$ cat config.mk
export PLATFORM = sky130hd
export DESIGN_NAME = tr_station_ctrl
export DESIGN_NICKNAME = d
export VERILOG_FILES = /design/src/rtl/tr_station_pkg.sv /design/src/rtl/tr_rot_timer.sv /design/src/rtl/tr_hold_timer.sv /design/src/rtl/tr_station_fsm.sv /design/src/rtl/tr_station_ctrl.sv
export SDC_FILE = /design/constraint.sdc
export NUM_CORES = 1
export LEC_CHECK = 0
export ABC_AREA = 1
export BUFFER_PORTS_ARGS = -buffer_cell sky130_fd_sc_hd__buf_4
export CAP_MARGIN = 20
export CELL_PAD_IN_SITES_DETAIL_PLACEMENT = 0
export CELL_PAD_IN_SITES_GLOBAL_PLACEMENT = 1
export CORE_MARGIN = 8
export CORE_UTILIZATION = 47
export CTS_BUF_LIST = sky130_fd_sc_hd__clkbuf_16
export CTS_CLUSTER_SIZE = 40
export DETAILED_ROUTE_END_ITERATION = 6
export GPL_ROUTABILITY_DRIVEN = 0
export PLACE_DENSITY_LB_ADDON = 0.1
export SLEW_MARGIN = 10
export SYNTH_ARGS = -nofsm -noshare
export SYNTH_HDL_FRONTEND = slang
export SYNTH_SLANG_ARGS = --single-unit
$ cat constraint.sdc
create_clock -name clk -period 2 [get_ports clk]
set_input_delay 0.1 -clock clk [delete_from_list [all_inputs] [get_ports clk]]
set_output_delay 0.1 -clock clk [all_outputs]
set_load 0.05 [all_outputs]
$ cat src/rtl/tr_station_pkg.sv
// Shared types for the timed-token station controller.
// State encoding: bit 2 selects the rotation counter phase (0 = A, 1 = B),
// bits 1:0 hold the holding mode. Mode value 3 is unused.
package tr_station_pkg;

    typedef enum logic [1:0] {
        MODE_IDLE  = 2'd0,
        MODE_SYNC  = 2'd1,
        MODE_ASYNC = 2'd2
    } stn_mode_e;

    typedef enum logic [2:0] {
        ST_IDLE_A  = 3'd0,
        ST_SYNC_A  = 3'd1,
        ST_ASYNC_A = 3'd2,
        ST_IDLE_B  = 3'd4,
        ST_SYNC_B  = 3'd5,
        ST_ASYNC_B = 3'd6
    } stn_state_e;

    // Holding mode part of a state.
    function automatic stn_mode_e mode_of(stn_state_e s);
        return stn_mode_e'(s[1:0]);
    endfunction

    // Counter phase part of a state.
    function automatic logic phase_of(stn_state_e s);
        return s[2];
    endfunction

    // Build a state from a phase and a mode.
    function automatic stn_state_e make_state(logic ph, stn_mode_e m);
        return stn_state_e'({ph, m});
    endfunction

endpackage

$ cat src/rtl/tr_rot_timer.sv
// Rotation timer: counts clock cycles from its last restart and holds at
// LIMIT. Assumes LIMIT fits in W bits. Reset and restart both load zero.
module tr_rot_timer #(
    parameter int LIMIT = 320,
    parameter int W     = $clog2(LIMIT + 1)
) (
    input  logic clk,
    input  logic rst_n,
    input  logic clr_i,
    output logic expired_o
);
    localparam logic [W-1:0] CAP = W'(LIMIT);

    logic [W-1:0] cnt_q;

    // Saturating up-count, restarted on clr_i.
    always_ff @(posedge clk) begin
        if (!rst_n) begin
            cnt_q <= '0;
        end else if (clr_i) begin
            cnt_q <= '0;
        end else if (cnt_q != CAP) begin
            cnt_q <= cnt_q + 1'b1;
        end
    end

    // Elapsed time has reached the target.
    assign expired_o = (cnt_q >= CAP);

    AST_ROT_NO_OVERFLOW: assert property (@(posedge clk) disable iff (!rst_n)
        cnt_q <= CAP);
    AST_ROT_HOLD_AT_CAP: assert property (@(posedge clk) disable iff (!rst_n)
        (expired_o && !clr_i) |=> expired_o);

endmodule

$ cat src/rtl/tr_hold_timer.sv
// Synchronous-hold timer: restarted by start_i, advances while run_i is high,
// and flags done_o in the last of HOLD cycles. Assumes HOLD >= 2.
module tr_hold_timer #(
    parameter int HOLD = 20,
    parameter int W    = $clog2(HOLD + 1)
) (
    input  logic clk,
    input  logic rst_n,
    input  logic start_i,
    input  logic run_i,
    output logic done_o
);
    localparam logic [W-1:0] LAST = W'(HOLD - 1);

    logic [W-1:0] hold_q;

    // Count cycles of the current synchronous hold.
    always_ff @(posedge clk) begin
        if (!rst_n) begin
            hold_q <= '0;
        end else if (start_i) begin
            hold_q <= '0;
        end else if (run_i && hold_q != LAST) begin
            hold_q <= hold_q + 1'b1;
        end
    end

    // Final cycle of the hold.
    assign done_o = run_i && (hold_q == LAST);

    AST_HOLD_WITHIN_SA: assert property (@(posedge clk) disable iff (!rst_n)
        run_i |-> (hold_q <= LAST));

endmodule

$ cat src/rtl/tr_station_fsm.sv
// Six-state token-holding controller. Decides when to take, keep and
// release the token, given the hold-done and rotation-expired flags from
// the timers. Assumes at most one arrival strobe per cycle.
module tr_station_fsm
    import tr_station_pkg::*;
(
    input  logic clk,
    input  logic rst_n,
    input  logic arrive_i,
    input  logic req_i,
    input  logic hold_done_i,
    input  logic rot_expired_i,
    output logic take_o,
    output logic phase_o,
    output logic in_sync_o,
    output logic in_async_o,
    output logic release_o,
    output logic err_o
);
    stn_state_e state_q, state_d;
    logic       rel_d;
    logic       idle;
    logic       release_q, err_q;

    assign idle = (mode_of(state_q) == MODE_IDLE);

    // Next-state and release decision.
    always_comb begin
        state_d = state_q;
        take_o  = 1'b0;
        rel_d   = 1'b0;
        unique case (mode_of(state_q))
            MODE_IDLE: begin
                if (arrive_i) begin
                    state_d = make_state(phase_of(state_q), MODE_SYNC);
                    take_o  = 1'b1;
                end
            end
            MODE_SYNC: begin
                if (hold_done_i) begin
                    if (rot_expired_i) begin
                        state_d = make_state(!phase_of(state_q), MODE_IDLE);
                        rel_d   = 1'b1;
                    end else begin
                        state_d = make_state(phase_of(state_q), MODE_ASYNC);
                    end
                end
            end
            MODE_ASYNC: begin
                if (!req_i || rot_expired_i) begin
                    state_d = make_state(!phase_of(state_q), MODE_IDLE);
                    rel_d   = 1'b1;
                end
            end
            default: state_d = ST_IDLE_A;
        endcase
    end

    // State, release strobe and protocol-error registers.
    always_ff @(posedge clk) begin
        if (!rst_n) begin
            state_q   <= ST_IDLE_A;
            release_q <= 1'b0;
            err_q     <= 1'b0;
        end else begin
            state_q   <= state_d;
            release_q <= rel_d;
            err_q     <= arrive_i && !idle;
        end
    end

    assign phase_o    = phase_of(state_q);
    assign in_sync_o  = (mode_of(state_q) == MODE_SYNC);
    assign in_async_o = (mode_of(state_q) == MODE_ASYNC);
    assign release_o  = release_q;
    assign err_o      = err_q;

    AST_SYNC_HOLDS_UNTIL_DONE: assert property (@(posedge clk) disable iff (!rst_n)
        (in_sync_o && !hold_done_i) |=> in_sync_o);
    AST_LATE_RELEASES_AT_ONCE: assert property (@(posedge clk) disable iff (!rst_n)
        (in_sync_o && hold_done_i && rot_expired_i) |=> (release_o && !in_async_o));
    AST_EARLY_OPENS_ASYNC: assert property (@(posedge clk) disable iff (!rst_n)
        (in_sync_o && hold_done_i && !rot_expired_i) |=> in_async_o);
    AST_ASYNC_DEADLINE: assert property (@(posedge clk) disable iff (!rst_n)
        (in_async_o && rot_expired_i) |=> (release_o && !in_async_o));
    AST_REQ_DROP_RELEASES: assert property (@(posedge clk) disable iff (!rst_n)
        (in_async_o && !req_i) |=> release_o);
    AST_PHASE_FLIPS_ON_RELEASE: assert property (@(posedge clk) disable iff (!rst_n)
        release_o |-> (phase_o != $past(phase_o)));
    AST_SINGLE_STROBE: assert property (@(posedge clk) disable iff (!rst_n)
        release_o |=> !release_o);
    AST_BUSY_ARRIVAL_FLAGGED: assert property (@(posedge clk) disable iff (!rst_n)
        (arrive_i && !idle) |=> err_o);

endmodule

$ cat src/rtl/tr_station_ctrl.sv
// Top of the timed-token station controller. Joins the hold timer, the two
// alternating rotation timers and the state machine. SA is the synchronous
// hold in cycles (>= 2); TRTT is the target rotation time in cycles (> SA).
module tr_station_ctrl #(
    parameter int SA   = 20,
    parameter int TRTT = 320
) (
    input  logic clk,
    input  logic rst_n,
    input  logic tok_arrive_i,
    input  logic async_req_i,
    output logic tok_release_o,
    output logic sync_win_o,
    output logic async_win_o,
    output logic proto_err_o
);
    localparam int HOLD_W  = $clog2(SA + 1);
    localparam int ROT_W   = $clog2(TRTT + 1);
    localparam int N_PHASE = 2;

    logic               take;
    logic               phase;
    logic               hold_done;
    logic [N_PHASE-1:0] rot_exp;
    logic               rot_expired;

    tr_hold_timer #(.HOLD(SA), .W(HOLD_W)) u_hold (
        .clk     (clk),
        .rst_n   (rst_n),
        .start_i (take),
        .run_i   (sync_win_o),
        .done_o  (hold_done)
    );

    // One rotation timer per phase; an accepted arrival restarts the idle one.
    for (genvar g = 0; g < N_PHASE; g++) begin : g_rot
        tr_rot_timer #(.LIMIT(TRTT), .W(ROT_W)) u_rot (
            .clk       (clk),
            .rst_n     (rst_n),
            .clr_i     (take && (phase != 1'(g))),
            .expired_o (rot_exp[g])
        );
    end

    // The timer of the current phase is the one examined.
    assign rot_expired = rot_exp[phase];

    tr_station_fsm u_fsm (
        .clk           (clk),
        .rst_n         (rst_n),
        .arrive_i      (tok_arrive_i),
        .req_i         (async_req_i),
        .hold_done_i   (hold_done),
        .rot_expired_i (rot_expired),
        .take_o        (take),
        .phase_o       (phase),
        .in_sync_o     (sync_win_o),
        .in_async_o    (async_win_o),
        .release_o     (tok_release_o),
        .err_o         (proto_err_o)
    );

    AST_TAKE_ONLY_WHEN_FREE: assert property (@(posedge clk) disable iff (!rst_n)
        take |=> sync_win_o && !async_win_o);
    AST_NO_DUAL_WINDOW: assert property (@(posedge clk) disable iff (!rst_n)
        !(sync_win_o && async_win_o));

endmodule

==> reports/qor.txt <==
Congestion Overflow GR: 0
Ys async rst share: 0%
Seq/Total Area, Yosys: 37.6%
Hold path depth: 3
Count of TritonRoute iterations in the first routing pass: 5
Syn Area/Cell: 7.64 µm²
CTS buffer count: 3
Via count: 1234
Pleak: 0.643 nW
Synth cell types: 30
Ys flop type: dfxtp_1
# diodes: 0
CP Launch Type: register
Worst path cell trace: inv_1, ha_1, nand2_1, inv_1, nor2_1, o21ai_1, a21oi_1
Maximum fanout along the worst path: 5
DRC viols: 0
Max cap viols: 0
Worst setup margin: 508 ps
Antenna violations before repair: 0
Hold Violations, Final: 0
CTS resizes: 0
DP HPWL: 2230 µm
Routed WL per cell: 11.0 µm
Final TNS setup: 0 ps
Die footprint: 5230 µm²
Starting density of the core: 49.2%
Final period utilization: 74.6%
Iteration-0 DRC Markers: 82
RSZ-0062 raised after global routing: no
Slowest stage cell, crit path: dfxtp_1
Worst setup path category: reg -> reg
Clock transition at path regs: 60 ps
Synth cell count leaders: nand2_1, inv_1, dfxtp_1
H-tree lvl count: 1
Post-CTS Setup Bufs: 0
Vias in the first global route: 1155
Antenna viol nets, final: 0
Largest net degree at the start of global routing: 15
Die X: 72.3 µm
Worst Min Path Start: rst_n
Hold Path Class: in -> reg
Most area-consuming cells after synthesis: dfxtp_1, nand2_1, ha_1, inv_1, a21oi_1
Worst EP required: 2200 ps
Register share of total power: 48.2%
EDFF count, synth: 0
R2R Path End: u_hold.hold_q[3]
Clock network fraction of design power: 35.0%
Pins over their slew limit: 0
Internal: 0.927 mW
Place WS: 530 ps
Final setup fails: 0
Worst setup EP type: register
Synth Instances: 195
Internal reg-to-reg setup slack: 510 ps
Clock Sinks: 28
Syn. warnings: 0
Drt total wl: 2740 µm
Cell family with most CP delay: simple AND/OR/NAND/NOR gates
CP max stage delay: 390 ps
Skew-Pair Late Insertion Delay: 260 ps
Share of the synthesized area in the top cell type: 37.6%
Slew HR: 78.5%
Reg2reg start: u_fsm.state_q[0]
Core ar.: 3030 µm²
Clock Tree Buf Depth: 2
Top Ports: 8
NetSw: 0.338 mW
GR Util met1: 11.9%
Top Usage Layer GRT: met2
Switching Fraction: 26.7%
CTS root buf: clkbuf_16
Post-Syn Area: 1490 µm²
Peak Freq: 670 MHz
R2R depth: 7
Placement Rows: 20
Hold Path Sink: u_fsm.state_q[2]
Met2 usage: 20.4%
Die height: 72.3 µm
Worst setup startpoint: u_fsm.state_q[0]
PortBufs: 7
Synth Register Bits: 28
First-pass GRT wire length: 4780 µm
Synth area leader: dfxtp_1
Max VDD drop: 413 µV
Layout cell share with drive strength beyond 1: 18.5%
GR Util met3: 3.99%
Status: finished, final reports clean
Cell with the most instances after synthesis: nand2_1
Hold_buf cts: 0
Nets: 220
Total global-route track usage: 11.5%
Synth-to-layout area growth: 12.3%
PwrDens: 757 nW/µm²
Arrival time at the worst endpoint: 1690 ps
Total Power: 1.27 mW
CTS tree: yes
Slew @ Worst Pin: 321 ps
Routed vias/inst: 4.96
Gate power share: 16.7%
Buf/Inv on CP: 2
Min Clock Period, post-route: 1490 ps
Cell mode on critical path: inv_1
Max Clock Skew: 2.65 ps
Net Count, Synth: 208
## layout make-up
type,count,area (µm²)
tap,44,55.1
fill,290,1360
timing repair buffer,7,52.6
clock buffer,3,75.1
sequential,28,561
inverter,32,120
multi-input combinational,135,808
## cell usage in the layout, fill, tap and decap left out, drive strengths merged
master   n
xor2     2
xnor2    1
inv     32
a211oi   1
ha       9
nand3   13
buf      7
nand2   36
clkbuf   3
o21ai   11
nand3b   1
nand4    6
nor3     7
a21oi   19
or2      3
a21boi   1
dfxtp   28
a31o     1
nor2    23
o21a     1
## metal layers
metal / share of wire (%) / routed length [µm]
met1: 44 / 1220
met2: 48 / 1310
met3: 5.8 / 160
met4: 2.0 / 55
met5: 0 / 0
## sequential cells by signal, summed over array words and instances, names as in the netlist
name / cells
g_rot.u_rot.cnt_q: 18
u_fsm.err_o: 1
u_fsm.release_o: 1
u_fsm.state_q: 3
u_hold.hold_q: 5
## worst reg2reg max path: cells and delay by family (launching register included)
kind                     cells  cell delay (ps)
AND/OR/NAND/NOR              2              400
flip-flops                   1              390
adder cells (fa/ha/maj)      1              240
AO/OA/AOI/OAI                2              230
buffers and inverters        2              160
## power groups by stage
stage               combinational, mW  sequential [mW]  clock (mW)
global route                    0.239            0.614       0.479
global placement                0.209            0.621           0
floorplan                       0.161            0.623           0
CTS                             0.213            0.611       0.459
detailed placement              0.212            0.624           0
finish                          0.212            0.610       0.443
## metrics by stage
stage                     hold slack [ps]  cell area [µm²]  utilization [%]  std cells
after CTS                             102             1670             55.2        249
final                                 107             1670             55.2        249
after global routing                  105             1670             55.2        249
after global placement                376             1600             52.7        246
after detailed placement              382             1600             52.7        246
after floorplan                       220             1490                -        195
## how the worst max path moves through the flow
stage | endpoint | cells after the start | slack [ps]
floorplan | u_hold.hold_q[4] | 9 | 350
global placement | u_hold.hold_q[4] | 9 | 590
finish | u_hold.hold_q[3] | 7 | 510
detailed placement | u_hold.hold_q[4] | 9 | 530
global route | u_hold.hold_q[1] | 7 | 370
CTS | u_hold.hold_q[1] | 7 | 520
## kinds of logic after synthesis
family | synth area share (%)
and+or+nand+nor | 32.0
AOI/OAI and AO/OA | 12.9
buffers and inverters | 8.07
DFF | 37.6
adders and majority gates | 7.56
xor gates and xnor gates | 1.77
(Power assumes the default switching activity.)
